### src/rtl/sdac_pkg.sv
package sdac_pkg;
  localparam int CODE_W = 14;
  localparam int SUB_W  = 2;
endpackage

### src/rtl/sdac_pin_sampler.sv
module sdac_pin_sampler (
  input  logic clk,
  input  logic rst_n,
  input  logic cs_n,
  input  logic sclk,
  input  logic din,
  input  logic ldac_n,
  output logic cs_low,
  output logic cs_fall,
  output logic cs_rise,
  output logic sclk_rise,
  output logic din_s,
  output logic ldac_low
);
  logic cs_q, cs_d, sck_q, sck_d, din_q, ld_q;

  always_ff @(posedge clk or negedge rst_n) begin
    if (!rst_n) begin
      cs_q  <= 1'b1;
      cs_d  <= 1'b1;
      sck_q <= 1'b0;
      sck_d <= 1'b0;
      din_q <= 1'b0;
      ld_q  <= 1'b1;
    end else begin
      cs_q  <= cs_n;
      cs_d  <= cs_q;
      sck_q <= sclk;
      sck_d <= sck_q;
      din_q <= din;
      ld_q  <= ldac_n;
    end
  end

  assign cs_low    = ~cs_q;
  assign cs_fall   = ~cs_q & cs_d;
  assign cs_rise   = cs_q & ~cs_d;
  assign sclk_rise = sck_q & ~sck_d;
  assign din_s     = din_q;
  assign ldac_low  = ~ld_q;

  // a select rise is a single-cycle event
  a_r9_rise_single: assert property (@(posedge clk) disable iff (!rst_n)
    cs_rise |=> !cs_rise);
endmodule

### src/rtl/sdac_shifter.sv
module sdac_shifter #(
  parameter int CODE_W = sdac_pkg::CODE_W,
  parameter int SUB_W  = sdac_pkg::SUB_W,
  localparam int FRAME_W = CODE_W + SUB_W,
  localparam int CNT_W   = $clog2(FRAME_W + 1) + 1
) (
  input  logic              clk,
  input  logic              rst_n,
  input  logic              cs_low,
  input  logic              cs_fall,
  input  logic              cs_rise,
  input  logic              sclk_rise,
  input  logic              din_s,
  output logic              frame_ok,
  output logic [CODE_W-1:0] frame_code,
  output logic              frame_err
);
  localparam logic [CNT_W-1:0] CNT_FULL = CNT_W'(FRAME_W);
  localparam logic [CNT_W-1:0] CNT_MAX  = '1;

  logic [FRAME_W-1:0] shreg;
  logic [CNT_W-1:0]   cnt;
  logic               sub_bad;
  logic               err_q;

  always_ff @(posedge clk or negedge rst_n) begin
    if (!rst_n) begin
      shreg <= '0;
      cnt   <= '0;
    end else if (cs_fall) begin
      shreg <= '0;
      cnt   <= '0;
    end else if (sclk_rise && cs_low) begin
      shreg <= {shreg[FRAME_W-2:0], din_s};
      if (cnt != CNT_MAX) cnt <= cnt + 1'b1;
    end
  end

  assign sub_bad    = |shreg[SUB_W-1:0];
  assign frame_ok   = cs_rise && (cnt == CNT_FULL);
  assign frame_code = shreg[FRAME_W-1:SUB_W];

  always_ff @(posedge clk or negedge rst_n) begin
    if (!rst_n) err_q <= 1'b0;
    else        err_q <= cs_rise && ((cnt != CNT_FULL) || sub_bad);
  end

  assign frame_err = err_q;

  // clocks seen with select high do not move the counter
  a_r8_idle_clock_ignored: assert property (@(posedge clk) disable iff (!rst_n)
    (sclk_rise && !cs_low && !cs_fall) |=> $stable(cnt));
  // every select fall restarts the count
  a_r8_count_restart: assert property (@(posedge clk) disable iff (!rst_n)
    cs_fall |=> (cnt == '0));
  // error pulse never lasts two cycles
  a_r9_err_one_cycle: assert property (@(posedge clk) disable iff (!rst_n)
    frame_err |=> !frame_err);
endmodule

### src/rtl/sdac_latch.sv
module sdac_latch #(
  parameter int CODE_W = sdac_pkg::CODE_W
) (
  input  logic              clk,
  input  logic              rst_n,
  input  logic              frame_ok,
  input  logic [CODE_W-1:0] frame_code,
  input  logic              ldac_low,
  output logic [CODE_W-1:0] dac_code
);
  logic [CODE_W-1:0] hold_q;
  logic [CODE_W-1:0] dac_q;

  always_ff @(posedge clk or negedge rst_n) begin
    if (!rst_n)        hold_q <= '0;
    else if (frame_ok) hold_q <= frame_code;
  end

  always_ff @(posedge clk or negedge rst_n) begin
    if (!rst_n)        dac_q <= '0;
    else if (ldac_low) dac_q <= hold_q;
  end

  assign dac_code = dac_q;

  // holding register moves only on a full-length frame
  a_r4_hold_needs_good_frame: assert property (@(posedge clk) disable iff (!rst_n)
    !frame_ok |=> $stable(hold_q));
  // strobe high freezes the DAC latch
  a_r7_latch_frozen: assert property (@(posedge clk) disable iff (!rst_n)
    !ldac_low |=> $stable(dac_q));
  // strobe low makes the latch follow the holding register
  a_r7_latch_follows: assert property (@(posedge clk) disable iff (!rst_n)
    ldac_low |=> (dac_q == $past(hold_q)));
endmodule

### src/rtl/sdac_rx.sv
module sdac_rx #(
  parameter int CODE_W = sdac_pkg::CODE_W,
  parameter int SUB_W  = sdac_pkg::SUB_W
) (
  input  logic              clk,
  input  logic              rst_n,
  input  logic              cs_n,
  input  logic              sclk,
  input  logic              din,
  input  logic              ldac_n,
  output logic [CODE_W-1:0] dac_code,
  output logic              frame_err
);
  logic cs_low, cs_fall, cs_rise, sclk_rise, din_s, ldac_low;
  logic frame_ok;
  logic [CODE_W-1:0] frame_code;

  sdac_pin_sampler u_pins (
    .clk(clk), .rst_n(rst_n), .cs_n(cs_n), .sclk(sclk), .din(din), .ldac_n(ldac_n),
    .cs_low(cs_low), .cs_fall(cs_fall), .cs_rise(cs_rise),
    .sclk_rise(sclk_rise), .din_s(din_s), .ldac_low(ldac_low)
  );

  sdac_shifter #(.CODE_W(CODE_W), .SUB_W(SUB_W)) u_shift (
    .clk(clk), .rst_n(rst_n), .cs_low(cs_low), .cs_fall(cs_fall), .cs_rise(cs_rise),
    .sclk_rise(sclk_rise), .din_s(din_s),
    .frame_ok(frame_ok), .frame_code(frame_code), .frame_err(frame_err)
  );

  sdac_latch #(.CODE_W(CODE_W)) u_latch (
    .clk(clk), .rst_n(rst_n), .frame_ok(frame_ok), .frame_code(frame_code),
    .ldac_low(ldac_low), .dac_code(dac_code)
  );

  // reset leaves a zero code
  a_r1_reset_zero: assert property (@(posedge clk) $rose(rst_n) |-> (dac_code == '0));
endmodule

### config.mk
export PLATFORM = sky130hd
export DESIGN_NAME = sdac_rx
export DESIGN_NICKNAME = d
export VERILOG_FILES = /design/src/rtl/sdac_pkg.sv /design/src/rtl/sdac_pin_sampler.sv /design/src/rtl/sdac_shifter.sv /design/src/rtl/sdac_latch.sv /design/src/rtl/sdac_rx.sv
export SDC_FILE = /design/constraint.sdc
export NUM_CORES = 1
export LEC_CHECK = 0
export BUFFER_PORTS_ARGS = -buffer_cell sky130_fd_sc_hd__buf_2
export CAP_MARGIN = 15
export CORE_AREA = 2 2 96 75
export CTS_CLUSTER_DIAMETER = 150
export DETAILED_ROUTE_END_ITERATION = 12
export DIE_AREA = 0 0 98 77
export PLACE_DENSITY_LB_ADDON = 0.2
export SYNTH_ARGS = -nofsm -noshare
export SYNTH_HDL_FRONTEND = slang
export SYNTH_SLANG_ARGS = --single-unit
### constraint.sdc
create_clock -name clk -period 1.9 [get_ports clk]
set_input_delay 0.095 -clock clk [delete_from_list [all_inputs] [get_ports clk]]
set_output_delay 0.095 -clock clk [all_outputs]
set_load 0.01 [all_outputs]
[After elaboration in Yosys (flattened, before gate mapping)]
Cells that the tools add are included.
Storage, ports and cells
  memory bits (writable): 0
  bits of input ports: 6
  bits in registers: 57
  bits in latches: 0
  ROM bits: 0
  memories kept: 0
Operators by class
  divide/modulo/power cells: 0
  $add $sub $neg: 1
  reduce and logical (&&, ||, !) cells: 8
  multiplexer cells: 5
  eq/ne operators: 3
  multiply operators: 0
  bitwise operators: 6
  shift operators: 0
  order comparisons: 0
Operator list (count)
  16-bit two-way mux: 2
  6-bit two-way mux: 3
  6-bit by 1-bit adder with 6-bit output, second input constant: 1
  6-bit by 5-bit == test with 1-bit output, second input constant: 1
  6-bit by 5-bit inequality test with 1-bit output, second input constant: 1
  6-bit inequality test, second input constant: 1
  2-bit nonzero test: 2
  1-bit AND: 3
  1-bit logical AND: 3
  1-bit inverter: 3
  2-bit AND reduction: 1
  2-bit OR reduction: 1
  1-bit logical OR: 1

[Depth between registers and ports, before layout]
Gate-level depths: netlist (run 1).
  depth in word-level cells: 5
  gate-level depth with buffers: 6
  mapped depth without buffers: 5

[Modules after synthesis]
A second synthesis (run 1) with hierarchy kept.
Second synthesis, totals
  cells, all modules: 197
  area total of the unflattened synthesis: 2338.5 µm²
Modules (own cells, without submodules)
  sdac_shifter: cells an instance 128, seq. area each 575.6 µm², times used 1, area each 1117.3 µm²
  sdac_latch: cells an instance 58, seq. area each 700.7 µm², times used 1, area each 1038.5 µm²
  sdac_pin_sampler: cells an instance 11, seq. area each 153.9 µm², times used 1, area each 182.7 µm²

[Least setup slack after synthesis (run 1)]
No wires, ideal clock.
  kind: reg2reg
  start point: register u_pins.cs_d
  end point: register u_shift.cnt[5]
  period minus slack after synthesis: 1577 ps
  stages on the path, launching flop included: 5
  setup slack: 323 ps
  data arrival time: 1437 ps
  path buffers: 0
  path through: dfstp_2 > inv_1 > a2111o_1 > o311ai_0 > o41ai_1
Between the ends
  longest elaborated chain between the ends: 3
  elaborated cells between the ends (all ways): 5
  classes of those cells: mux (1); bitwise (1); reduce/logical (3)
Ends and longest elaborated chain
  start, declared: line sdac_pin_sampler.sv:15  | logic cs_q, cs_d, sck_q, sck_d, din_q, ld_q;
  start signal, assigned: line sdac_pin_sampler.sv:27  | cs_d <= cs_q;
  1-bit AND *: line sdac_pin_sampler.sv:36  | assign cs_fall = ~cs_q & cs_d;
  2-bit nonzero test (no line)
  2-bit AND reduction (no line)
  end signal, assigned: line sdac_shifter.sv:35  | if (cnt != CNT_MAX) cnt <= cnt + 1'b1;
  end, declared: line sdac_shifter.sv:22  | logic [CNT_W-1:0] cnt;
Mark *: on every way between the ends. The rest lies on a longest branch, timed or not.
A chain may end at the register's enable or synchronous reset.

[Final worst setup path (run 1)]
Ends and elaborated chain as after synthesis.

==> run_results.csv, run 1 <==
group,metric,value,unit
outcome,status,"completed",
layout,final_common_cell,"dfrtp_1",
logic_synthesis,synth-xor-area-share,0,%
clocking,cts.sinks,57,
detailed_routing,viasPerCell,4.800,
logic_synthesis,yosysTopAreaCell,"dfrtp_1",
placed_design,place_congestion,0.7743,
clocking,cts_root_buf,"clkbuf_8",
detailed_routing,remaining_drc_errors,0,
logic_synthesis,synth_cell_types,30,
logic_synthesis,synth_area,2251,µm²
sta,tightest_slew,0.5903,ns
clocking,path_clk_slew,0.06,ns
logic_synthesis,syn-num-nets,158,
setup_path,worst_path_largest_cell_delay,0.56,ns
detailed_routing,wl_per_cell,13.89,µm
floorplanning,start_util,34.08,%
sta,fin_tns_setup,0,ns
setup_path,crit_type,"reg -> reg",
detailed_routing,drt-total-wl,3751,µm
pwr,p_leak,1.372,nW
logic_synthesis,ys_ff_latch,57,
logic_synthesis,syn-mean-instance-area,15.01,µm²
pwr,p_per_area,952.4,nW/µm²
sta,fmax,0.5715,GHz
layout,diodes,0,
logic_synthesis,synth_top_family_by_area,"multiplexers",
placed_design,port_buffers,20,
global_routing,grt_pass1_wl,6720,µm
setup_path,endpoint_kind,"register",
sta,hold_ws,0.3043,ns
logic_synthesis,synth_fa_ha_area_share,1.112,%
logic_synthesis,seq_area_frac_synth,63.54,%
sta,slew_viol_final,0,
placed_design,dp_cells,250,
logic_synthesis,synthTopCellsByArea,"dfrtp_1, mux2_2, mux2_4, a22o_1, dfstp_2",
layout,fin_nets,190,
setup_path,critical_path.slowest_cell,"dfstp_2",
sta,finClkSkew,0.007532,ns
floorplanning,die_w,98,µm
logic_synthesis,synth.area.mux_share,15.68,%
layout,instances_no_fill,270,
detailed_routing,drt-initial-drc-count,58,
sta,finalCritPeriodShare,92.09,%
sta,rsz0062_at_grt,"no",
hold_path,hold_path.class,"in -> async",
detailed_routing,antenna_left,0,
placed_design,dp_hpwl,2425,µm
clocking,cts_max_level,3,
layout,area_growth,21.46,%
sta,slew_headroom,60.65,%
logic_synthesis,yosysWarningCount,0,
logic_synthesis,netlist.area_leader.share,60.03,%
global_routing,grt_pass1_vias,1415,
floorplanning,die_area,7546,µm²
layout,mostFrequentLayoutCells,"dfrtp_1, buf_2, mux2_2, a22o_1, clkbuf_8",
floorplanning,fp.dieH,77,µm
setup_path,start_kind,"register",
detailed_routing,vias,1296,
sta,min_period,1.750,ns
setup_path,cp_max_fo,5,
setup_path,crit_required,2.09,ns
sta,setup_viol,0,
clocking,cts_buffers,9,
clocking,clockBufferDepth,2,
job,maxCapViolCount,0,
layout,fill_cells,624,
setup_path,crit_chain,"inv_1 -> a2111o_1 -> o311ai_0 -> o41ai_1",
floorplanning,ios,21,
logic_synthesis,syn_inst,150,
floorplanning,num_rows,26,
global_routing,grt_max_degree,58,
logic_synthesis,synth-compound-area-share,10.23,%
pwr,peakVddDrop,0.5027,mV
clocking,clkLatencyLatePin,0.32,ns
detailed_routing,dr.pass1.iters,4,
clocking,cts_tree,"built",
sta,hold_violations,0,
logic_synthesis,synthSimpleGateAreaFrac,7.449,%
layout,multi_input_area,780.7,µm²
layout,seq_area,1430,µm²
global_routing,grt_antenna_before_repair,0,
setup_path,crit_arrival,1.94,ns
floorplanning,coreArea,6604,µm²
global_routing,grt_overflow,0,
layout,final_layout_size_suffix_gt1_share,38.71,%
global_routing,grt_usage,11.43,%
-- sequential cells by signal (all words and copies together) (netlist names) --
| signal | count |
|---|---|
| u_pins.ld_q | 1 |
| u_shift.frame_err | 1 |
| u_pins.din_s | 1 |
| u_latch.hold_q | 14 |
| u_latch.dac_code | 14 |
| u_shift.shreg | 16 |
| u_shift.cnt | 6 |
| u_pins.sck_q | 1 |
| u_pins.sck_d | 1 |
| u_pins.cs_q | 1 |
| u_pins.cs_d | 1 |
-- metrics by stage --
step | worst slack (ns) | area [µm²] | util, % | total power (W)
2_1_floorplan | 0.3229 | 2251 | - | 0.001300
3_3_place_gp | 0.2277 | 2450 | 37.10 | 0.001343
3_5_place_dp | 0.1411 | 2450 | 37.10 | 0.001345
4_1_cts | 0.1234 | 2729 | 41.32 | 0.002646
5_1_grt | 0.05762 | 2734 | 41.40 | 0.002726
6_report | 0.1503 | 2734 | 41.40 | 0.002604
-- critical path: cells and delay by family (launching register included) --
family / cells / cell delay [ns]
flip-flops: 1 / 0.56
AO/OA/AOI/OAI: 3 / 0.95
buffers and inverters: 1 / 0.11
-- final timing paths --
path / end / slack (ns) / cells after the start / start
min reg2reg: u_pins.sck_d / 0.39 / 0 / u_pins.sck_q
min: u_latch.dac_code[1] / 0.30 / 3 / rst_n
min in group clk: u_pins.sck_d / 0.39 / 0 / u_pins.sck_q
max in group asynchronous: u_pins.cs_d / 1.30 / 3 / rst_n
max reg2reg: u_shift.cnt[5] / 0.15 / 4 / u_pins.cs_d
max: u_shift.cnt[5] / 0.15 / 4 / u_pins.cs_d
-- area by class of cell --
| type | count | area share, % |
|---|---|---|
| sequential | 57 | 52.31 |
| clock buffer | 13 | 6.178 |
| clock inverter | 2 | 2.197 |
| tap | 84 | 3.844 |
| multi-input combinational | 84 | 28.56 |
| inverter | 3 | 0.4119 |
| timing repair buffer | 27 | 6.499 |
-- what timing repair did --
item	CTS	global route
gates resized for setup	0	1
endpoints found under the setup margin	0	3
buffers inserted	0	0
hold buffers	5	0
hold endpoints to repair	58	0
-- metal layers --
metal	global-route usage, %	share of wire, %
met4	4.028	0.51
met2	17.19	47
met3	5.561	4.5
met1	14.34	48
met5	0	0
-- synthesized netlist by cell type --
cell	number
and4_1	1
o311ai_0	1
a21o_1	1
nand4_1	1
mux2_2	18
nor2_1	2
clkbuf_1	2
dfrtp_1	54
nand2_1	6
nand2b_4	1
buf_6	1
nor2b_1	1
o21ai_0	5
a2111o_1	1
nor3_1	2
buf_2	3
o41ai_1	1
a21oi_1	4
nand3_1	2
a2bb2oi_1	1
dfstp_2	3
ha_1	2
a22o_1	16
or3_1	2
mux2_4	10
inv_1	3
nand3_4	1
nor3_2	1
nand2b_1	3
nor4b_4	1
-- kinds of logic (layout without fill, tap and decap cells) --
kind of cell               count (synthesis)  after routing
AOI/OAI and AO/OA                         30             30
adders and majority gates                  2              2
buffers and inverters                      9             45
DFF                                       57             57
muxes                                     28             28
and+or+nand+nor                           24             24
-- report_power, final --
| part | switching, W | internal [W] |
|---|---|---|
| Sequential | 0.0000169 | 0.00123 |
| Combinational | 0.0000496 | 0.0000320 |
| Clock | 0.000435 | 0.000840 |
| Total | 0.000502 | 0.00210 |
No activity file was read; power rests on OpenSTA's default activity.
==> run 2, diff against run 1 <==
Clock period 1.9 ns to 1.4 ns, I/O delays scaled along.
==> run 2 against run 1 <==
  * The flow now finishes with violations (negative setup slack)
  * First-iteration DRC count is 17% lower
  * Largest power group is now sequential cells
  * Critical path type unchanged
  * Critical path depth stayed put
  * Clock-buffer cell count is 4 lower
  * Register-to-register slack worse by 0.43 ns
  * Sequential share of layout area is 6.4 points lower
  * Design area is 14% higher
  * Fmax is 3.9% higher
  * Utilization is 5.8 points higher
  * Combinational power is 140% higher
  * Clock power is 16% higher
  * Global-route usage is 1.3 points higher
==> run_results.csv, run 2 (same netlist as run 1, synthesis figures left out) <==
group,metric,value,unit
pwr,sequentialPowerShare,50.1,%
floorplanning,die_w,98,µm
clocking,cts_root_buf,"clkbuf_8",
outcome,violations,"negative setup slack",
floorplanning,fp.dieH,77,µm
layout,fin_nets,218,
detailed_routing,drt-initial-drc-count,48,
pwr,p_sw_share,23.46,%
setup_path,endpoint_kind,"register",
layout,stdcell_area,3115,µm²
clocking,cts_max_level,3,
setup_path,r2r_cells,4,
clocking,clkLatencyLatePin,0.33,ns
sta,slew_headroom,75.60,%
global_routing,grt_max_degree,35,
global_routing,grt_pass1_vias,1533,
sta,tightest_slew,0.3640,ns
sta,min_period,1.684,ns
global_routing,grt_antenna_before_repair,0,
pwr,p_switching,0.0007910,W
sta,finClkSkew,0.009431,ns
setup_path,rrSetupSlack,-0.28,ns
setup_path,start_kind,"register",
floorplanning,start_util,34.08,%
pwr,peakVddDrop,0.5605,mV
clocking,cts.sinks,57,
sta,finalCritPeriodShare,120.3,%
job,maxCapViolCount,0,
floorplanning,num_rows,26,
sta,hold_ws,0.1578,ns
setup_path,worstReg2RegStart,"u_pins.cs_d",
pwr,p_int,0.002581,W
layout,area_growth,38.41,%
sta,rsz0062_at_grt,"yes",
placed_design,dp_cells,272,
setup_path,crit_type,"reg -> reg",
sta,layout_setup_ws,-0.2839,ns
setup_path,crit_arrival,1.91,ns
floorplanning,coreArea,6604,µm²
layout,mostFrequentLayoutCells,"dfrtp_1, buf_2, buf_4, mux2_2, a22o_1",
detailed_routing,remaining_drc_errors,0,
setup_path,cp_max_fo,4,
sta,setup_viol,35,
sta,fmax,0.5938,GHz
detailed_routing,antenna_left,0,
layout,instances_no_fill,299,
pwr,clockPowerShare,44.0,%
detailed_routing,dr.pass1.iters,5,
clocking,clockBufferDepth,2,
setup_path,r2r-end,"u_shift.cnt[5]",
layout,final_common_cell,"dfrtp_1",
outcome,status,"complete, but fails checks",
layout,final_layout_size_suffix_gt1_share,57.67,%
sta,slew_viol_final,0,
layout,diodes,0,
clocking,cts_buffers,9,
pwr,p_per_area,1082,nW/µm²
pwr,p_leak,1.551,nW
global_routing,grt_usage,12.72,%
hold_path,hold_path.class,"in -> async",
placed_design,placed_cell_area,2640,µm²
setup_path,crit_required,1.63,ns
detailed_routing,vias,1472,
sta,hold_violations,0,
placed_design,dp_hpwl,2858,µm
global_routing,grt_pass1_wl,7369,µm
floorplanning,die_area,7546,µm²
placed_design,port_buffers,20,
layout,largest_reg_flops,16,
clocking,cts_tree,"built",
pwr,total_power,0.003372,W
clocking,path_clk_slew,0.07,ns
placed_design,place_congestion,0.8463,
global_routing,grt_overflow,0,
detailed_routing,drt-total-wl,4689,µm
pwr,combinationalPowerShare,5.9,%
floorplanning,ios,21,
layout,fill_cells,587,
detailed_routing,wl_per_cell,15.68,µm
layout,largest_register,"u_shift.shreg",
detailed_routing,viasPerCell,4.923,
placed_design,place_ws,-0.2348,ns
run 2: cell count changes in the layout (fill, tap and decap cells not counted), sizes merged:
cell	change
clkbuf	-2
clkinv	+3
inv	+1
buf	+26
bufinv	-1
clkinvlp	+2
run 2: worst max-delay path, cell delays in order, from the launching register on:
cell      delay, ns
dfstp_2        0.56
inv_2          0.04
a2111o_1       0.47
buf_4          0.18
o41ai_4        0.32
run 2: area by class of cell:
cell class / instances / area, µm² / area share [%]
tap: 84 / 105.1 / 3.373
clock buffer: 9 / 123.9 / 3.976
timing repair buffer: 55 / 466.7 / 14.98
sequential: 57 / 1430 / 45.90
clock inverter: 7 / 68.82 / 2.209
inverter: 3 / 11.26 / 0.3614
multi-input combinational: 84 / 909.6 / 29.20
run 2: per-stage QoR:
| step | setup TNS (ns) | utilization (%) |
|---|---|---|
| floorplan | -1.556 | - |
| global placement | -3.050 | 39.98 |
| detailed placement | -3.978 | 39.98 |
| CTS | -3.663 | 45.04 |
| global route | -6.832 | 47.18 |
| finish | -5.256 | 47.18 |
run 2: per-layer routing:
layer  wire length, µm  track usage [%]  part of all wire, %  up-vias
met4                75            4.583                  1.6        0
li1                  -                -                    -      676
met2              2344            20.75                   50       29
met5                 0                0                    0        -
met3               216            6.837                  4.6       10
met1              2052            14.13                   44      757
run 2: timing repair:
action,CTS,global route
gates resized for setup,18,19
pin swaps,4,11
setup endpoints to repair,36,36
buffers inserted,1,4
hold buffers,5,0
gates cloned,0,2
endpoints found under the hold margin,59,0
run 2: worst max-delay path by stage:
| stage | from | to | slack (ns) | depth (start not counted) |
|---|---|---|---|---|
| floorplan | u_shift.cnt[0] | u_latch.hold_q[10] | -0.13 | 6 |
| global placement | u_shift.cnt[1] | u_latch.hold_q[8] | -0.19 | 6 |
| detailed placement | u_shift.cnt[0] | u_shift.cnt[3] | -0.23 | 7 |
| CTS | u_shift.cnt[0] | u_latch.hold_q[7] | -0.21 | 6 |
| global route | u_pins.cs_d | u_shift.cnt[5] | -0.32 | 4 |
| finish | u_pins.cs_d | u_shift.cnt[5] | -0.28 | 4 |
run 2: power by group through the flow:
| stage | Combinational, W | Clock, W | Sequential, W |
|---|---|---|---|
| after floorplan | 0.0000590 | 0 | 0.00171 |
| after global placement | 0.000144 | 0 | 0.00172 |
| after detailed placement | 0.000149 | 0 | 0.00172 |
| after CTS | 0.000172 | 0.00153 | 0.00169 |
| after global routing | 0.000216 | 0.00164 | 0.00169 |
| final | 0.000198 | 0.00148 | 0.00169 |
